**src/rtl/hwpack_pkg.sv**
```systemverilog
package hwpack_pkg;

  // Strobes issued by the control unit to the datapath each cycle.
  typedef struct packed {
    logic loadHi;     // capture the upper halfword of a new pair
    logic loadPair;   // join the held upper half with the current halfword
    logic rdCapture;  // move the memory output into the read output register
  } ctrlStrobes_t;

  function automatic int unsigned addrBits(input int unsigned depth);
    return (depth > 1) ? $clog2(depth) : 1;
  endfunction

endpackage

```
**src/rtl/hwpack_ctrl.sv**
```systemverilog
module hwpack_ctrl
  import hwpack_pkg::*;
#(
  parameter int unsigned DEPTH  = 128,
  parameter int unsigned ADDR_W = addrBits(DEPTH)
) (
  input  logic              clk,
  input  logic              rstN,
  input  logic              inValid,
  input  logic              rdReq,
  output ctrlStrobes_t      strobes,
  output logic [ADDR_W-1:0] wrPtr,
  output logic [ADDR_W-1:0] rdPtr,
  output logic              rdValid,
  output logic              bufEmpty,
  output logic              bufFull
);

  logic haveHi;      // upper half of a pair is held
  logic pairValid;   // packed register holds a new word
  logic stageValid;  // staging register holds a new word
  logic rdLaunch;    // memory output register was loaded for a read
  logic commit;
  logic rdGo;

  // Pointer arithmetic relies on DEPTH being a power of two.
  localparam logic [ADDR_W-1:0] PTR_ONE = ADDR_W'(1);

  assign bufEmpty = (wrPtr == rdPtr);
  assign bufFull  = ((wrPtr + PTR_ONE) == rdPtr);

  assign commit = stageValid && !bufFull;
  assign rdGo   = rdReq && !bufEmpty;

  assign strobes.loadHi    = inValid && !haveHi;
  assign strobes.loadPair  = inValid && haveHi;
  assign strobes.rdCapture = rdLaunch;

  // Pair tracking: a drop of inValid throws away a half-built pair.
  always_ff @(posedge clk) begin
    if (!rstN) begin
      haveHi     <= 1'b0;
      pairValid  <= 1'b0;
      stageValid <= 1'b0;
    end else begin
      haveHi     <= inValid ? !haveHi : 1'b0;
      pairValid  <= strobes.loadPair;
      stageValid <= pairValid;
    end
  end

  // Write pointer is the parked address; it moves only past a real word.
  always_ff @(posedge clk) begin
    if (!rstN) begin
      wrPtr <= '0;
    end else if (commit) begin
      wrPtr <= wrPtr + PTR_ONE;
    end
  end

  // Read pointer and read pipeline flags.
  always_ff @(posedge clk) begin
    if (!rstN) begin
      rdPtr    <= '0;
      rdLaunch <= 1'b0;
      rdValid  <= 1'b0;
    end else begin
      if (rdGo) begin
        rdPtr <= rdPtr + PTR_ONE;
      end
      rdLaunch <= rdGo;
      rdValid  <= rdLaunch;
    end
  end


  wr_step_chk: assert property (@(posedge clk) disable iff (!rstN)
    (wrPtr != $past(wrPtr)) |-> (wrPtr == ADDR_W'($past(wrPtr) + PTR_ONE)));


  no_overflow_chk: assert property (@(posedge clk) disable iff (!rstN)
    $past(bufFull) |-> (wrPtr == $past(wrPtr)));


  no_underflow_chk: assert property (@(posedge clk) disable iff (!rstN)
    $past(bufEmpty) |-> (rdPtr == $past(rdPtr)));


  rd_latency_chk: assert property (@(posedge clk) disable iff (!rstN)
    rdValid |-> ($past(rdReq, 2) && !$past(bufEmpty, 2)));


  pair_restart_chk: assert property (@(posedge clk) disable iff (!rstN)
    ($past(!inValid) && inValid) |-> strobes.loadHi);

endmodule

```
**src/rtl/hwpack_dp.sv**
```systemverilog
module hwpack_dp
  import hwpack_pkg::*;
#(
  parameter int unsigned HALF_W = 16,
  parameter int unsigned DEPTH  = 128,
  parameter int unsigned ADDR_W = addrBits(DEPTH),
  parameter int unsigned WORD_W = 2 * HALF_W
) (
  input  logic              clk,
  input  logic              rstN,
  input  logic [HALF_W-1:0] inData,
  input  ctrlStrobes_t      strobes,
  input  logic [ADDR_W-1:0] wrAddr,
  input  logic [ADDR_W-1:0] rdAddr,
  output logic [WORD_W-1:0] rdData
);

  logic [HALF_W-1:0] hiReg;
  logic [WORD_W-1:0] packReg;   // first register of the pack path
  logic [WORD_W-1:0] stageReg;  // second register, drives memory data
  logic [WORD_W-1:0] memQ;      // memory output register
  logic [WORD_W-1:0] outReg;    // extra read output register
  logic [WORD_W-1:0] mem [DEPTH];

  always_ff @(posedge clk) begin
    if (!rstN) begin
      hiReg    <= '0;
      packReg  <= '0;
      stageReg <= '0;
    end else begin
      if (strobes.loadHi) begin
        hiReg <= inData;
      end
      if (strobes.loadPair) begin
        packReg <= {hiReg, inData};
      end
      stageReg <= packReg;
    end
  end

  // Write enable tied active: every cycle writes stageReg at the parked
  // or committing address, both of which come straight from registers.
  always_ff @(posedge clk) begin
    mem[wrAddr] <= stageReg;
  end

  always_ff @(posedge clk) begin
    memQ <= mem[rdAddr];
  end

  always_ff @(posedge clk) begin
    if (!rstN) begin
      outReg <= '0;
    end else if (strobes.rdCapture) begin
      outReg <= memQ;
    end
  end

  assign rdData = outReg;


  pack_order_chk: assert property (@(posedge clk) disable iff (!rstN)
    ($past(strobes.loadPair) && $past(strobes.loadHi, 2))
      |-> (packReg[WORD_W-1:HALF_W] == $past(inData, 2)));


  stage_follow_chk: assert property (@(posedge clk) disable iff (!rstN)
    $past(strobes.loadPair, 2) |-> (stageReg[HALF_W-1:0] == $past(inData, 2)));

endmodule

```
**src/rtl/hwpack_buf.sv**
```systemverilog
module hwpack_buf
  import hwpack_pkg::*;
#(
  parameter int unsigned HALF_W = 16,
  parameter int unsigned DEPTH  = 128
) (
  input  logic                clk,
  input  logic                rstN,
  input  logic                inValid,
  input  logic [HALF_W-1:0]   inData,
  input  logic                rdReq,
  output logic [2*HALF_W-1:0] rdData,
  output logic                rdValid,
  output logic                bufEmpty,
  output logic                bufFull
);

  localparam int unsigned ADDR_W = addrBits(DEPTH);

  ctrlStrobes_t      strobes;
  logic [ADDR_W-1:0] wrPtr;
  logic [ADDR_W-1:0] rdPtr;

  hwpack_ctrl #(.DEPTH(DEPTH), .ADDR_W(ADDR_W)) uCtrl (
    .clk      (clk),
    .rstN     (rstN),
    .inValid  (inValid),
    .rdReq    (rdReq),
    .strobes  (strobes),
    .wrPtr    (wrPtr),
    .rdPtr    (rdPtr),
    .rdValid  (rdValid),
    .bufEmpty (bufEmpty),
    .bufFull  (bufFull)
  );

  hwpack_dp #(.HALF_W(HALF_W), .DEPTH(DEPTH), .ADDR_W(ADDR_W)) uDp (
    .clk     (clk),
    .rstN    (rstN),
    .inData  (inData),
    .strobes (strobes),
    .wrAddr  (wrPtr),
    .rdAddr  (rdPtr),
    .rdData  (rdData)
  );

endmodule

```
**config.mk**
```make
export PLATFORM = sky130hd
export DESIGN_NAME = hwpack_buf
export DESIGN_NICKNAME = d
export VERILOG_FILES = /design/src/rtl/hwpack_pkg.sv /design/src/rtl/hwpack_ctrl.sv /design/src/rtl/hwpack_dp.sv /design/src/rtl/hwpack_buf.sv
export SDC_FILE = /design/constraint.sdc
export NUM_CORES = 2
export LEC_CHECK = 0
export CAP_MARGIN = 20
export CORE_ASPECT_RATIO = 1.75
export CORE_MARGIN = 2
export CORE_UTILIZATION = 63
export DETAILED_ROUTE_END_ITERATION = 8
export GPL_TIMING_DRIVEN = 0
export PLACE_DENSITY = 0.79
export SLEW_MARGIN = 0
export SYNTH_ARGS = -nofsm -noshare
export SYNTH_HDL_FRONTEND = slang
export SYNTH_HIERARCHICAL = 1
export SYNTH_SLANG_ARGS = --single-unit
```
**constraint.sdc**
```tcl
create_clock -name clk -period 3.59 [get_ports clk]
set_input_delay 0.718 -clock clk [delete_from_list [all_inputs] [get_ports clk]]
set_output_delay 0.718 -clock clk [all_outputs]
set_load 0.01 [all_outputs]
```
==> After elaboration in Yosys (flattened, before gate mapping) <==
Memories as Yosys holds them, arrays and structs flattened. A register that Yosys moved wholly into a read port is not among the register bits.
Index checks and enable logic that the tools add are counted.
{ "op_classes": {"eq_ne": 2, "addsub": 2, "reduce_logical": 8} }
{ "ops": {"columns": ["op", "count"], "rows": [
  ["$add 7x1->7 const B", 2],
  ["$eq 7x7->1", 2],
  ["$logic_and 1x1->1", 4],
  ["$logic_not 1->1", 3],
  ["$reduce_and 2->1", 1]
]} }
{ "totals": {"in_bits": 20, "n_memories": 1, "output_inout_bits": 35, "reg_bits": 131, "wordCells": 24, "ramBits": 4096} }
{ "memory_table": {"columns": ["name", "words", "width", "read_ports", "rd_ports_with_merged_regs", "write_ports", "line_no", "text"], "rows": [
  ["uDp.mem", 128, 32, 1, 1, 1, "hwpack_dp.sv:23", "logic [WORD_W-1:0] mem [DEPTH];"]
]} }

==> Depth between registers and ports, before layout <==
{ "depth": {"word_depth": 4, "depth_mapped": 8, "depth_no_buf": 7} }

==> Cells and area by module <==
The synthesis kept the hierarchy.
{ "modules_own_cells": {"columns": ["module", "area_per_inst_um2", "cells_per_inst", "instances", "seq_area_each_um2"], "rows": [
  ["hwpack_dp", 160067.3, 6306, 1, 125880.7],
  ["hwpack_ctrl", 1062.3, 121, 1, 380.4]
]} }

==> Least setup slack after synthesis <==
Ideal clock, no wire load.
{ "synth_path": {"kind": "flip-flop to flip-flop", "startpoint": "register uCtrl.wrPtr[0]", "endpoint": "memory uDp/mem[105][0] in the netlist's numbering, enable pin", "path_stages_with_launch": 6, "period_less_slack_ns": 3.262, "setup_ns": 0.421, "required_time_ns": 3.169, "t_arrival_ns": 2.840, "setup_slack_ns": 0.328, "path_buffers": 3, "path_cell_list": "dfxtp_1 -> clkbuf_1 -> or3b_2 -> clkbuf_1 -> clkbuf_1 -> nor2_1"} }
{ "synth_lines": {"columns": ["element", "line_no", "text"], "rows": [
  ["from (decl)", "hwpack_ctrl.sv:12", "output logic [ADDR_W-1:0] wrPtr,"],
  ["from (signal assigned)", "hwpack_ctrl.sv:57", "wrPtr <= wrPtr + PTR_ONE;"],
  ["to (decl)", "hwpack_dp.sv:23", null]
]} }
Straight into the memory's write port.

==> results.toml <==
[critical_path]
r2r_end = "uDp/memQ[26]$_DFF_P_"
r2r_setup_slack_ps = -460
crit_required_ps = 4370
worstSetupStartpointType = "flip-flop"
end_kind = "flip-flop"
cp.arrival_ps = 4830
rr_startpoint = "uCtrl/rdPtr[2]$_SDFFE_PN0P_"
cp_max_fo = 10
crit_type = "flip-flop to flip-flop"
r2r_cells = 9

[timing]
holdWs_ps = 469
tightest_slew_ps = 1180
fin_setup_tns_ps = -25640
slew_headroom_pct = 21.5
clock.fmax_ghz = 0.247
period_share_pct = 113
fin_ws_ps = -463
skew_ps = 76.8
rsz0062_at_grt = "yes"
slew_viol_final = 0
finalCriticalPeriod_ps = 4050
finalHoldViolCount = 0
finalSetupViolCount = 280

[power]
swShare_pct = 21.0
p_switching_mw = 20.0
p_clk_share_pct = 41.7
intPower_mw = 75.3
p_per_area_nw_per_um2 = 517
combPwrFrac_pct = 1.7
power_frac_seq_pct = 56.6
p_leak_nw = 56.5
ir_drop_v = 0.000436

[logic_synthesis]
synthDistinctLibCells = 41
synth.area.top_cells = "edfxtp_1 (76%), mux4_2 (19%), dfxtp_1 (2.0%)"
synth_top_flop_cell = "edfxtp_1"
yosys_warnings = 6
synth_area_per_cell_um2 = 25.1
yosysTopAreaCellShare_pct = 76.3
synth.largest_area_cell = "edfxtp_1"
synthesis.area_um2 = 161000
ys_seq_area_share_pct = 78.4
ys_ff_latch = 4259
postSynthCellCount = 6427
async_flop_share_pct = 0
synth-edff-count = 4096
synth_fp_nets = 6449

[place]
gp_congestion = 0.981
dp_hpwl_um = 280000
io_buffers = 54

[die]
die_area_um2 = 260000
die_y_um = 673
start_util_pct = 63.3
rows = 245
ioPinCount = 55
core_um2 = 254000
die_w_um = 386

[min_path]
min_from = "uDp/packReg[10]$_SDFFE_PN0P_"
whs_endpoint = "uDp/stageReg[10]$_SDFF_PN0_"
hold_class = "flip-flop to flip-flop"
hold_depth = 1

[drt]
viasPerCell = 8.04
ant_nets = 0
wire_per_inst_um = 50.4
drt_first_pass_iters = 8
wl_um = 543000
drtIter0Drc = 18623
drc_errors = 0
vias = 86649

[cts]
cts.sinks = 4259
h-tree-depth = 5
path_clk_slew_ps = 80
cts_max_path_buffers = 4
clock_latency_ps = 960
cts_tree = "yes"
root_buffer = "clkbuf_16"
cts_buffers = 341

[layout]
drive_above_1_share_pct = 34.9
area_delta_synth_final_pct = 14.3
fillers = 12464
final_common_cell = "edfxtp_1"
layout_common_cells = "edfxtp_1 (4,096), mux4_2 (1,344), clkbuf_16 (360)"
nets = 7086

[global_routing]
grt_max_degree = 112
antenna_found_initial = 83
gr-total-overflow = 0
grt_pass1_vias = 83480
grt_pass1_wl_um = 698000
grt_usage_pct = 39.9

[outcome]
outcome = "finished with violations"
violations = "setup timing"

[flow_run]
max_cap_violations = 0
## power by group through the flow
stage                     sequential, mW  clock (mW)  combinational, mW
after global placement              55.1           0               1.18
after global routing                53.9        40.8               1.65
final                               53.9        39.7               1.64
after CTS                           53.9        39.0               1.48
after detailed placement            55.0           0               1.35
after floorplan                     55.0           0              0.803
## sequential cells by signal, indices dropped and copies added, names as in the netlist
register and flops:
uCtrl/haveHi 1, uCtrl/pairValid 1, uCtrl/rdLaunch 1, uCtrl/rdPtr 7, uCtrl/rdValid 1, uCtrl/stageValid 1, uCtrl/wrPtr 7, uDp/hiReg 16
uDp/mem 4096, uDp/memQ 32, uDp/packReg 32, uDp/rdData 32, uDp/stageReg 32
## timing repair
item	CTS	global route
pin swaps	6	4
endpoints found under the hold margin	0	0
hold buffers	0	0
gates cloned	3	0
buffers inserted	25	29
gates resized for setup	473	124
endpoints found under the setup margin	1679	157
## area by class of cell
type / count / area (um^2) / share of cell area (%)
plain buffers: 345 / 2710 / 1.47
repair buffers: 295 / 5070 / 2.75
inverters: 2 / 7.51 / 0.00408
multi-input cells: 1820 / 34500 / 18.7
clock inverters: 194 / 1840 / 1.00
clock buffers: 415 / 9220 / 5.01
diodes: 109 / 273 / 0.148
flip-flops and latches: 4259 / 126000 / 68.6
well taps: 3334 / 4170 / 2.26
## synth_stat cells (all sizes together), types with 2 or more instances
| master | count |
|---|---|
| o21a | 3 |
| and4 | 2 |
| nand3b | 4 |
| nand3 | 10 |
| nor3 | 5 |
| nand2b | 3 |
| nor2 | 137 |
| dfxtp | 163 |
| mux2 | 32 |
| xor2 | 5 |
| mux2i | 84 |
| o21ai | 2 |
| xnor2 | 13 |
| edfxtp | 4096 |
| nand2 | 24 |
| buf | 148 |
| ha | 2 |
| mux4 | 1344 |
| nand4 | 5 |
| nor2b | 87 |
| and3 | 3 |
| or4 | 2 |
| and2 | 42 |
| inv | 2 |
| or3b | 2 |
| clkbuf | 198 |
## how the worst max path moves through the flow
| stage | from | endpoint | slack, ps |
|---|---|---|---|
| floorplan | uCtrl/wrPtr[0]$_SDFFE_PN0P_ | uDp/mem[105][0]$_DFFE_PP_ | 330 |
| global placement | uCtrl/rdPtr[1]$_SDFFE_PN0P_ | uDp/memQ[27]$_DFF_P_ | -2090 |
| detailed placement | uCtrl/rdPtr[2]$_SDFFE_PN0P_ | uDp/memQ[6]$_DFF_P_ | -1230 |
| CTS | uCtrl/wrPtr[1]$_SDFFE_PN0P_ | bufFull | -60 |
| global route | uCtrl/rdPtr[2]$_SDFFE_PN0P_ | uDp/memQ[15]$_DFF_P_ | -320 |
| finish | uCtrl/rdPtr[2]$_SDFFE_PN0P_ | uDp/memQ[26]$_DFF_P_ | -460 |
## worst max-delay path, stage by stage (launching register included)
cell	delay, ps
dfxtp_2	500
clkbuf_8	260
buf_12	230
clkbuf_2	240
buf_8	280
clkbuf_4	330
mux4_2	370
mux4_2	580
mux4_2	710
mux2_2	390
## metrics by stage
step | std cells | total power, mW | utilization, % | setup WS [ps] | cell area, um^2
2_1_floorplan | 6427 | 55.8 | - | 328 | 161000
3_3_place_gp | 9815 | 56.3 | 65.2 | -2090 | 166000
3_5_place_dp | 9991 | 56.4 | 67.1 | -1230 | 171000
4_1_cts | 10627 | 94.4 | 72.0 | -64.3 | 183000
5_1_grt | 10720 | 96.4 | 72.3 | -324 | 184000
6_report | 10773 | 95.3 | 72.4 | -463 | 184000
## cell families (layout without fill, tap and decap cells)
family / after synthesis / after routing / share of synthesized area [%]
adder cells (fa/ha/maj): 2 / 2 / 0.0155
other: 0 / 109 / 0
AND/OR/NAND/NOR: 328 / 328 / 1.03
buffers and inverters: 348 / 1251 / 0.907
flip-flops: 4259 / 4259 / 78.4
AO/OA/AOI/OAI: 12 / 12 / 0.0544
XOR/XNOR: 18 / 18 / 0.0978
multiplexers: 1460 / 1460 / 19.5
## layer usage
metal  track usage, %  part of all wire [%]
met5                0                 0.086
met4             28.6                    11
met3             11.6                    15
met2             65.0                    48
met1             44.9                    27
(Power assumes the default switching activity.)
